### src/rtl/tileRouterPkg.sv
`timescale 1ns/1ps
package tileRouterPkg;
  localparam int NUM_LINKS = 4;
  localparam int NUM_PORTS = NUM_LINKS + 1;
  localparam int SEL_W     = 3;
  localparam int WORD_W    = NUM_PORTS * SEL_W + 1;

  typedef enum logic [2:0] {
    SRC_NORTH = 3'd0,
    SRC_SOUTH = 3'd1,
    SRC_EAST  = 3'd2,
    SRC_WEST  = 3'd3,
    SRC_CORE  = 3'd4,
    SRC_NONE  = 3'd7
  } srcSel_e;

  typedef enum logic [1:0] {ST_HALT, ST_LOAD, ST_RUN} ctrlState_e;

  typedef enum logic [1:0] {
    OP_WORD   = 2'd0,
    OP_BASE   = 2'd1,
    OP_SWITCH = 2'd2,
    OP_NOP    = 2'd3
  } cfgOp_e;

  typedef struct packed {
    logic slotEn;
    logic wordWe;
  } ctrlStrobes_t;
endpackage

### src/rtl/coreQueue.sv
`timescale 1ns/1ps
module coreQueue #(
  parameter int W     = 16,
  parameter int DEPTH = 4
) (
  input  logic         clk,
  input  logic         rstN,
  input  logic         wrEn,
  input  logic [W-1:0] wrData,
  input  logic         rdEn,
  output logic [W-1:0] rdData,
  output logic         empty,
  output logic         full
);
  localparam int PW = (DEPTH > 1) ? $clog2(DEPTH) : 1;
  localparam int CW = $clog2(DEPTH + 1);

  logic [W-1:0]  store [DEPTH];
  logic [PW-1:0] wrPtr, rdPtr;
  logic [CW-1:0] count;

  assign rdData = store[rdPtr];
  assign empty  = (count == '0);
  assign full   = (count == CW'(DEPTH));

  function automatic logic [PW-1:0] bump(input logic [PW-1:0] p);
    return (p == PW'(DEPTH - 1)) ? '0 : p + 1'b1;
  endfunction

  always_ff @(posedge clk or negedge rstN) begin
    if (!rstN) begin
      wrPtr <= '0;
      rdPtr <= '0;
      count <= '0;
    end else begin
      if (wrEn) begin
        store[wrPtr] <= wrData;
        wrPtr        <= bump(wrPtr);
      end
      if (rdEn) rdPtr <= bump(rdPtr);
      if (wrEn && !rdEn)      count <= count + 1'b1;
      else if (!wrEn && rdEn) count <= count - 1'b1;
    end
  end

  AST_NO_OVERFLOW:  assert property (@(posedge clk) disable iff (!rstN) wrEn |-> !full);
  AST_NO_UNDERFLOW: assert property (@(posedge clk) disable iff (!rstN) rdEn |-> !empty);
endmodule

### src/rtl/routerCtrl.sv
`timescale 1ns/1ps
module routerCtrl import tileRouterPkg::*; #(
  parameter int SLOT_AW = 3
) (
  input  logic               clk,
  input  logic               rstN,
  input  logic               runEn,
  input  logic               cfgWrEn,
  input  logic [1:0]         cfgOp,
  input  logic [SLOT_AW:0]   cfgAddr,
  input  logic [SLOT_AW-1:0] cfgValue,
  input  logic               slotEnd,
  output ctrlStrobes_t       strobes,
  output logic [SLOT_AW:0]   rdAddr,
  output logic               activeSched
);
  ctrlState_e         state;
  logic [SLOT_AW-1:0] pc;
  logic [SLOT_AW-1:0] baseReg [2];
  logic               targetSched;
  logic               cfgBank;
  logic               bankOk;

  assign cfgBank = cfgAddr[SLOT_AW];
  assign bankOk  = (state == ST_HALT) || ((state == ST_RUN) && (cfgBank != activeSched));
  assign strobes.slotEn = (state == ST_RUN) && runEn;
  assign strobes.wordWe = cfgWrEn && (cfgOp == OP_WORD) && bankOk;
  assign rdAddr = {activeSched, pc};

  always_ff @(posedge clk or negedge rstN) begin
    if (!rstN) begin
      state       <= ST_HALT;
      pc          <= '0;
      baseReg[0]  <= '0;
      baseReg[1]  <= '0;
      activeSched <= 1'b0;
      targetSched <= 1'b0;
    end else begin
      unique case (state)
        ST_HALT: if (runEn) state <= ST_LOAD;
        ST_LOAD: begin
          activeSched <= targetSched;
          pc          <= baseReg[targetSched];
          state       <= ST_RUN;
        end
        default: begin
          if (!runEn) state <= ST_HALT;
          else if (slotEnd) begin
            activeSched <= targetSched;
            pc          <= baseReg[targetSched];
          end else pc <= pc + 1'b1;
        end
      endcase
      if (cfgWrEn && (cfgOp == OP_BASE) && bankOk) baseReg[cfgBank] <= cfgValue;
      if (cfgWrEn && (cfgOp == OP_SWITCH))          targetSched      <= cfgValue[0];
    end
  end

  AST_WRITE_GUARD: assert property (@(posedge clk) disable iff (!rstN)
    (strobes.wordWe && state != ST_HALT) |-> (cfgAddr[SLOT_AW] != activeSched));
  AST_SWITCH_AT_WRAP: assert property (@(posedge clk) disable iff (!rstN)
    (strobes.slotEn && !slotEnd) |=> $stable(activeSched));
endmodule

### src/rtl/routerDatapath.sv
`timescale 1ns/1ps
module routerDatapath import tileRouterPkg::*; #(
  parameter int DATA_W      = 16,
  parameter int SLOT_AW     = 3,
  parameter int QUEUE_DEPTH = 4
) (
  input  logic                          clk,
  input  logic                          rstN,
  input  ctrlStrobes_t                  strobes,
  input  logic [SLOT_AW:0]              wrAddr,
  input  logic [WORD_W-1:0]             wrData,
  input  logic [SLOT_AW:0]              rdAddr,
  input  logic [NUM_LINKS*DATA_W-1:0]   linkIn,
  output logic [NUM_LINKS*DATA_W-1:0]   linkOut,
  output logic [NUM_LINKS-1:0]          linkOutValid,
  input  logic [DATA_W-1:0]             coreInData,
  input  logic                          coreInValid,
  output logic                          coreInReady,
  output logic [DATA_W-1:0]             coreOutData,
  output logic                          coreOutValid,
  input  logic                          coreOutReady,
  output logic                          coreBlocked,
  output logic                          slotEnd
);
  localparam int MEM_DEPTH = 2 ** (SLOT_AW + 1);
  localparam logic [WORD_W-1:0] IDLE_WORD = {1'b0, {NUM_PORTS{3'b111}}};

  logic [WORD_W-1:0] schedMem [MEM_DEPTH];
  logic [WORD_W-1:0] word;
  logic [DATA_W-1:0] srcData [8];
  logic [DATA_W-1:0] inHead;
  logic [DATA_W-1:0] nextData [NUM_LINKS];
  logic [NUM_LINKS-1:0] nextValid;
  logic [SEL_W-1:0]  coreSel;
  logic inEmpty, inFull, outEmpty, outFull;
  logic anyCoreSrc, coreDestWant, coreSrcOk, inPop, outPush, blockNext;

  assign word    = schedMem[rdAddr];
  assign slotEnd = word[WORD_W-1];

  for (genvar s = 0; s < 8; s++) begin : g_src
    if (s < NUM_LINKS) begin : g_link_src
      assign srcData[s] = linkIn[s*DATA_W +: DATA_W];
    end else if (s == NUM_LINKS) begin : g_core_src
      assign srcData[s] = inHead;
    end else begin : g_none_src
      assign srcData[s] = '0;
    end
  end

  always_comb begin
    anyCoreSrc = 1'b0;
    for (int p = 0; p < NUM_PORTS; p++)
      if (word[p*SEL_W +: SEL_W] == SRC_CORE) anyCoreSrc = 1'b1;
  end

  for (genvar o = 0; o < NUM_LINKS; o++) begin : g_link
    logic [SEL_W-1:0] sel;
    assign sel          = word[o*SEL_W +: SEL_W];
    assign nextValid[o] = strobes.slotEn && ((sel < 3'd4) || ((sel == SRC_CORE) && !inEmpty));
    assign nextData[o]  = srcData[sel];
  end

  assign coreSel      = word[NUM_LINKS*SEL_W +: SEL_W];
  assign coreDestWant = strobes.slotEn && (coreSel <= SRC_CORE);
  assign coreSrcOk    = (coreSel != SRC_CORE) || !inEmpty;
  assign outPush      = coreDestWant && coreSrcOk && !outFull;
  assign inPop        = strobes.slotEn && anyCoreSrc && !inEmpty;
  assign blockNext    = (strobes.slotEn && anyCoreSrc && inEmpty) ||
                        (coreDestWant && coreSrcOk && outFull);

  always_ff @(posedge clk or negedge rstN) begin
    if (!rstN) begin
      linkOutValid <= '0;
      linkOut      <= '0;
      coreBlocked  <= 1'b0;
    end else begin
      linkOutValid <= nextValid;
      coreBlocked  <= blockNext;
      for (int o = 0; o < NUM_LINKS; o++) linkOut[o*DATA_W +: DATA_W] <= nextData[o];
    end
  end

  always_ff @(posedge clk or negedge rstN) begin
    if (!rstN) begin
      for (int i = 0; i < MEM_DEPTH; i++) schedMem[i] <= IDLE_WORD;
    end else if (strobes.wordWe) begin
      schedMem[wrAddr] <= wrData;
    end
  end

  coreQueue #(.W(DATA_W), .DEPTH(QUEUE_DEPTH)) inQueue (
    .clk(clk), .rstN(rstN),
    .wrEn(coreInValid && !inFull), .wrData(coreInData),
    .rdEn(inPop), .rdData(inHead), .empty(inEmpty), .full(inFull)
  );

  coreQueue #(.W(DATA_W), .DEPTH(QUEUE_DEPTH)) outQueue (
    .clk(clk), .rstN(rstN),
    .wrEn(outPush), .wrData(srcData[coreSel]),
    .rdEn(coreOutReady && !outEmpty), .rdData(coreOutData), .empty(outEmpty), .full(outFull)
  );

  assign coreInReady  = !inFull;
  assign coreOutValid = !outEmpty;

  AST_HALT_QUIET: assert property (@(posedge clk) disable iff (!rstN)
    !strobes.slotEn |=> ((linkOutValid == '0) && !coreBlocked));
endmodule

### src/rtl/tileRouter.sv
`timescale 1ns/1ps
module tileRouter import tileRouterPkg::*; #(
  parameter int DATA_W      = 16,
  parameter int SLOT_AW     = 3,
  parameter int QUEUE_DEPTH = 4
) (
  input  logic                        clk,
  input  logic                        rstN,
  input  logic                        runEn,
  input  logic                        cfgWrEn,
  input  logic [1:0]                  cfgOp,
  input  logic [SLOT_AW:0]            cfgAddr,
  input  logic [WORD_W-1:0]           cfgData,
  input  logic [NUM_LINKS*DATA_W-1:0] linkIn,
  output logic [NUM_LINKS*DATA_W-1:0] linkOut,
  output logic [NUM_LINKS-1:0]        linkOutValid,
  input  logic [DATA_W-1:0]           coreInData,
  input  logic                        coreInValid,
  output logic                        coreInReady,
  output logic [DATA_W-1:0]           coreOutData,
  output logic                        coreOutValid,
  input  logic                        coreOutReady,
  output logic                        coreBlocked,
  output logic                        activeSched
);
  ctrlStrobes_t     strobes;
  logic [SLOT_AW:0] rdAddr;
  logic             slotEnd;

  routerCtrl #(.SLOT_AW(SLOT_AW)) ctrl (
    .clk(clk), .rstN(rstN), .runEn(runEn),
    .cfgWrEn(cfgWrEn), .cfgOp(cfgOp), .cfgAddr(cfgAddr),
    .cfgValue(cfgData[SLOT_AW-1:0]), .slotEnd(slotEnd),
    .strobes(strobes), .rdAddr(rdAddr), .activeSched(activeSched)
  );

  routerDatapath #(.DATA_W(DATA_W), .SLOT_AW(SLOT_AW), .QUEUE_DEPTH(QUEUE_DEPTH)) datapath (
    .clk(clk), .rstN(rstN), .strobes(strobes),
    .wrAddr(cfgAddr), .wrData(cfgData), .rdAddr(rdAddr),
    .linkIn(linkIn), .linkOut(linkOut), .linkOutValid(linkOutValid),
    .coreInData(coreInData), .coreInValid(coreInValid), .coreInReady(coreInReady),
    .coreOutData(coreOutData), .coreOutValid(coreOutValid), .coreOutReady(coreOutReady),
    .coreBlocked(coreBlocked), .slotEnd(slotEnd)
  );
endmodule

### config.mk
export PLATFORM = sky130hd
export DESIGN_NAME = tileRouter
export DESIGN_NICKNAME = d
export VERILOG_FILES = /design/src/rtl/tileRouterPkg.sv /design/src/rtl/coreQueue.sv /design/src/rtl/routerCtrl.sv /design/src/rtl/routerDatapath.sv /design/src/rtl/tileRouter.sv
export SDC_FILE = /design/constraint.sdc
export NUM_CORES = 1
export LEC_CHECK = 0
export BUFFER_PORTS_ARGS = -buffer_cell sky130_fd_sc_hd__buf_2
export CORE_ASPECT_RATIO = 0.75
export CORE_MARGIN = 3
export CORE_UTILIZATION = 40
export DETAILED_ROUTE_END_ITERATION = 12
export SLEW_MARGIN = 0
export SYNTH_ARGS = -nofsm -noshare
export SYNTH_HDL_FRONTEND = slang
export SYNTH_SLANG_ARGS = --single-unit
### constraint.sdc
create_clock -name clk -period 3.4 [get_ports clk]
set_input_delay 0.51 -clock clk [delete_from_list [all_inputs] [get_ports clk]]
set_output_delay 0.51 -clock clk [all_outputs]
set_load 0.05 [all_outputs]
==> results.md <==
* Largest net degree at the start of global routing at 160
* Worst-case hold path end point: datapath.inQueue.store[2][0]
* Cell accounting for the most synthesized area: dfstp_2
* Routed Antenna Nets at 0
* Synth cell count leaders: mux2_2, dfstp_2, mux2i_1
* Buffers on Ports at around 200
* Crit-path cells: clkbuf_16, buf_12, mux4_2, a22o_1, a31oi_4, nor3_4, o41ai_4, ha_2, inv_2, fa_2, xor2_1, nor2_1, xor2_1
* Crit share post-route at 99.14%
* Post-Route WL at 63,700 um
* CTS H-Tree Depth at 2
* Die height at 214.7 um
* Root buffer cell: clkbuf_16
* Hpwl dp at 41,260 um
* Max-slew headroom at 28.01%
* Setup ws final at 29.14 ps
* Final net count at 1,821
* Synth Register Bits at 480
* Leak pwr at 11.04 nW
* CP delay by family, top: compound AO/OA/AOI/OAI gates
* Later-pin clock latency in the skew report at 570 ps
* Core area at 56,680 um2
* Total vias in the final route at ~14,000
* I/O pin total at 196
* Slowest cell on the critical path: dfrtp_4
* Worst slew pin tran at 1080 ps
* WHS at 153.5 ps
* TritonRoute pass-1 iters at 5
* Synthesized Nets at 1,595
* Critical path capture point type: flop
* Initial antenna violation count at 8
* Setup Skew at ~24 ps
* Reg2reg start: ctrl.pc[0]
* Syn avg cell area at about 16 um2
* CTS tree: done
* Worst reg2reg setup slack at 30 ps
* Worst Path Buf+Inv at 3
* CTS Buffer Depth at 3
* Status: finished, final reports clean
* DR WL/cell at 25.36 um
* Grt total ovfl at 0
* Worst-path clk slew at 70 ps
* Crit path max fanout at 7
* Pwr/cell area at ~990 nW/um2
* Synthesized cell area at 23,230 um2
* Clock net sink count at 480
* Core Rows at 75
* Switching Share at between 30% and 40%
* Worst VDD drop at 479.7 uV
* Placed cell count at 2,407
* CP max stage delay at 560 ps
* Ys async rst share at 73.33%
* Hold path cells at 1
* Required time of the worst setup path at 3900 ps
* Yosys top cell area share at a little over a quarter
* Internal at 16.33 mW
* Gpl congestion at about 0.85
* CP Class: flop to flop
* Non-filler cells in the finished layout at 2,512
* Most common cell in the netlist: mux2_2
* Filler cell count at 4,918
* Total track usage at 20.58%
* Crit path launch type: flop
* Remaining DRCs at 0
* Max Cap Viol at 0
* Worst EP arrival at 3870 ps
* R2R depth at 13
* CP startpoint: ctrl.pc[0]
* DR vias/cell at 5.584
* RSZ-0062 raised after global routing: yes
* Crit-path most repeated cell: xor2_1
* Share of total power in combinational logic at 46.7%
* Area grow syn2layout at 17.56%
* First-pass GRT wire length at 95,490 um
* Number of synthesized flops with an enable pin at 128
* Yosys warnings at 0
* Die X at ~280 um
* Top FF cell, synth: dfstp_2
* Vias in the first global route at around 15,000
* Cell variety after synth at between 50 and 60
* Initial DRC Count at 1,051
* Post-Route Utilization at between 40% and 50%
* Top cells by area, synth: dfstp_2, edfxtp_1, mux2_2, dfrtp_1, mux4_2
* Critical R2R Capture: datapath.inQueue.count[2]
* Final hold vios at 0
* Hold_sp: coreInData[0]
* Post-route minimum period at 3371 ps
* Post-synthesis sequential area ratio at 55.75%
* Cells after synthesis at 1,472
* Share of cells above drive strength 1 at 58.44%
* Max Slew Vio Count at 0
* Initial core utilization at 40.99%
* P_sw at 10.59 mW
* Setup-failing EPs final at 0
* Clock power frac at 21.2%
* Die ar. at 61,040 um2
* Place WS at -45.49 ps
* Fmax at 0.2967 GHz
* Total negative slack at 0 ps
* Sequential share of power at 32.1%
* Type of the most critical hold path: input port to flop
* Inserted Clock Buffers at 48
worst reg2reg max path, delay by kind of cell (launching register included):
kind | cells | cell delay [ps]
fa+ha+maj | 2 | 580
buf+inv | 3 | 350
mux | 1 | 500
compound gates | 3 | 810
simple gates | 2 | 190
xor+xnor | 2 | 320
flops | 1 | 560
flip-flops by register name, indices dropped and copies added, names as in the netlist, 3 cells and up:
register / flops
datapath.inQueue.store: 64
datapath.linkOutValid: 4
ctrl.pc: 3
datapath.outQueue.store: 64
ctrl.baseReg: 6
datapath.inQueue.count: 3
datapath.outQueue.count: 3
datapath.linkOut: 64
datapath.schedMem: 256
worst max path at each step:
stage                           endpoint  slack, ps  depth (start not counted)
2_1_floorplan  datapath.inQueue.count[2]         60                         13
3_5_place_dp   datapath.inQueue.count[1]        -50                         12
6_report       datapath.inQueue.count[2]         30                         13
4_1_cts        datapath.inQueue.count[2]        -10                         14
3_3_place_gp   datapath.inQueue.count[1]         10                         12
5_1_grt        datapath.inQueue.count[2]       -110                         12
through the flow:
step,power [mW],cell area (um2)
after floorplan,17.42,23230
after detailed placement,20.91,25330
after global routing,28.13,27310
after CTS,26.86,27150
after global placement,20.72,25330
final,26.92,27310
area by class of cell:
type	instances	area, um2	share of cell area, %
flip-flops and latches	480	12960	47.45
multi-input cells	882	9849	36.07
repair buffers	278	1789	6.552
clock buffers	67	1385	5.072
well taps	770	963.4	3.528
clock inverters	20	316.6	1.159
inverters	8	30.03	0.1100
diodes	7	17.52	0.06414
cell families after synthesis:
| group | Yosys count | synth area share (%) |
|---|---|---|
| compound gates | 153 | 5.591 |
| mux | 591 | 32.42 |
| xor+xnor | 7 | 0.2639 |
| flops | 480 | 55.75 |
| simple gates | 116 | 2.650 |
| buf+inv | 110 | 2.445 |
| fa+ha+maj | 15 | 0.8725 |
metal layers:
metal  wire length, um  GRT usage (%)  vias up
li1                  -              -     6128
met1             30290          30.83     7464
met5                11              0        -
met2             28500          30.54      333
met4              1582          6.100        2
met3              3321          3.718       99
power by group through the flow:
stage               clock network [mW]  logic [mW]  registers (mW)
finish                            5.71        12.6            8.64
global route                      6.08        13.2            8.81
CTS                               5.84        12.4            8.66
floorplan                            0        7.64            9.78
detailed placement                   0        12.2            8.74
global placement                     0        12.0            8.71
layout by cell type, fill, tap and decap left out, types with 9 or more instances in the layout:
cell	synthesis	layout
buf_2	31	194
buf_12	0	10
dfstp_2	240	240
mux4_2	100	100
nand2_1	20	19
clkbuf_1	48	10
nor2_1	42	41
edfxtp_1	128	128
buf_4	8	67
a22o_1	81	81
clkbuf_16	0	51
mux2_2	281	279
a21oi_1	27	26
nor2b_1	12	11
dfrtp_1	112	109
mux2i_1	199	196
and3_1	9	9
mux2_1	11	11
ha_1	13	12
what timing repair did:
| item | CTS | global route |
|---|---|---|
| setup endpoints to repair | 2 | 16 |
| gates resized for setup | 6 | 17 |
| buffers inserted | 2 | 9 |
| gates cloned | 2 | 1 |
| pin swaps | 0 | 9 |
| hold buffers | 1 | 0 |
| endpoints found under the hold margin | 7 | 0 |
Power figures use the tool's default switching activity.
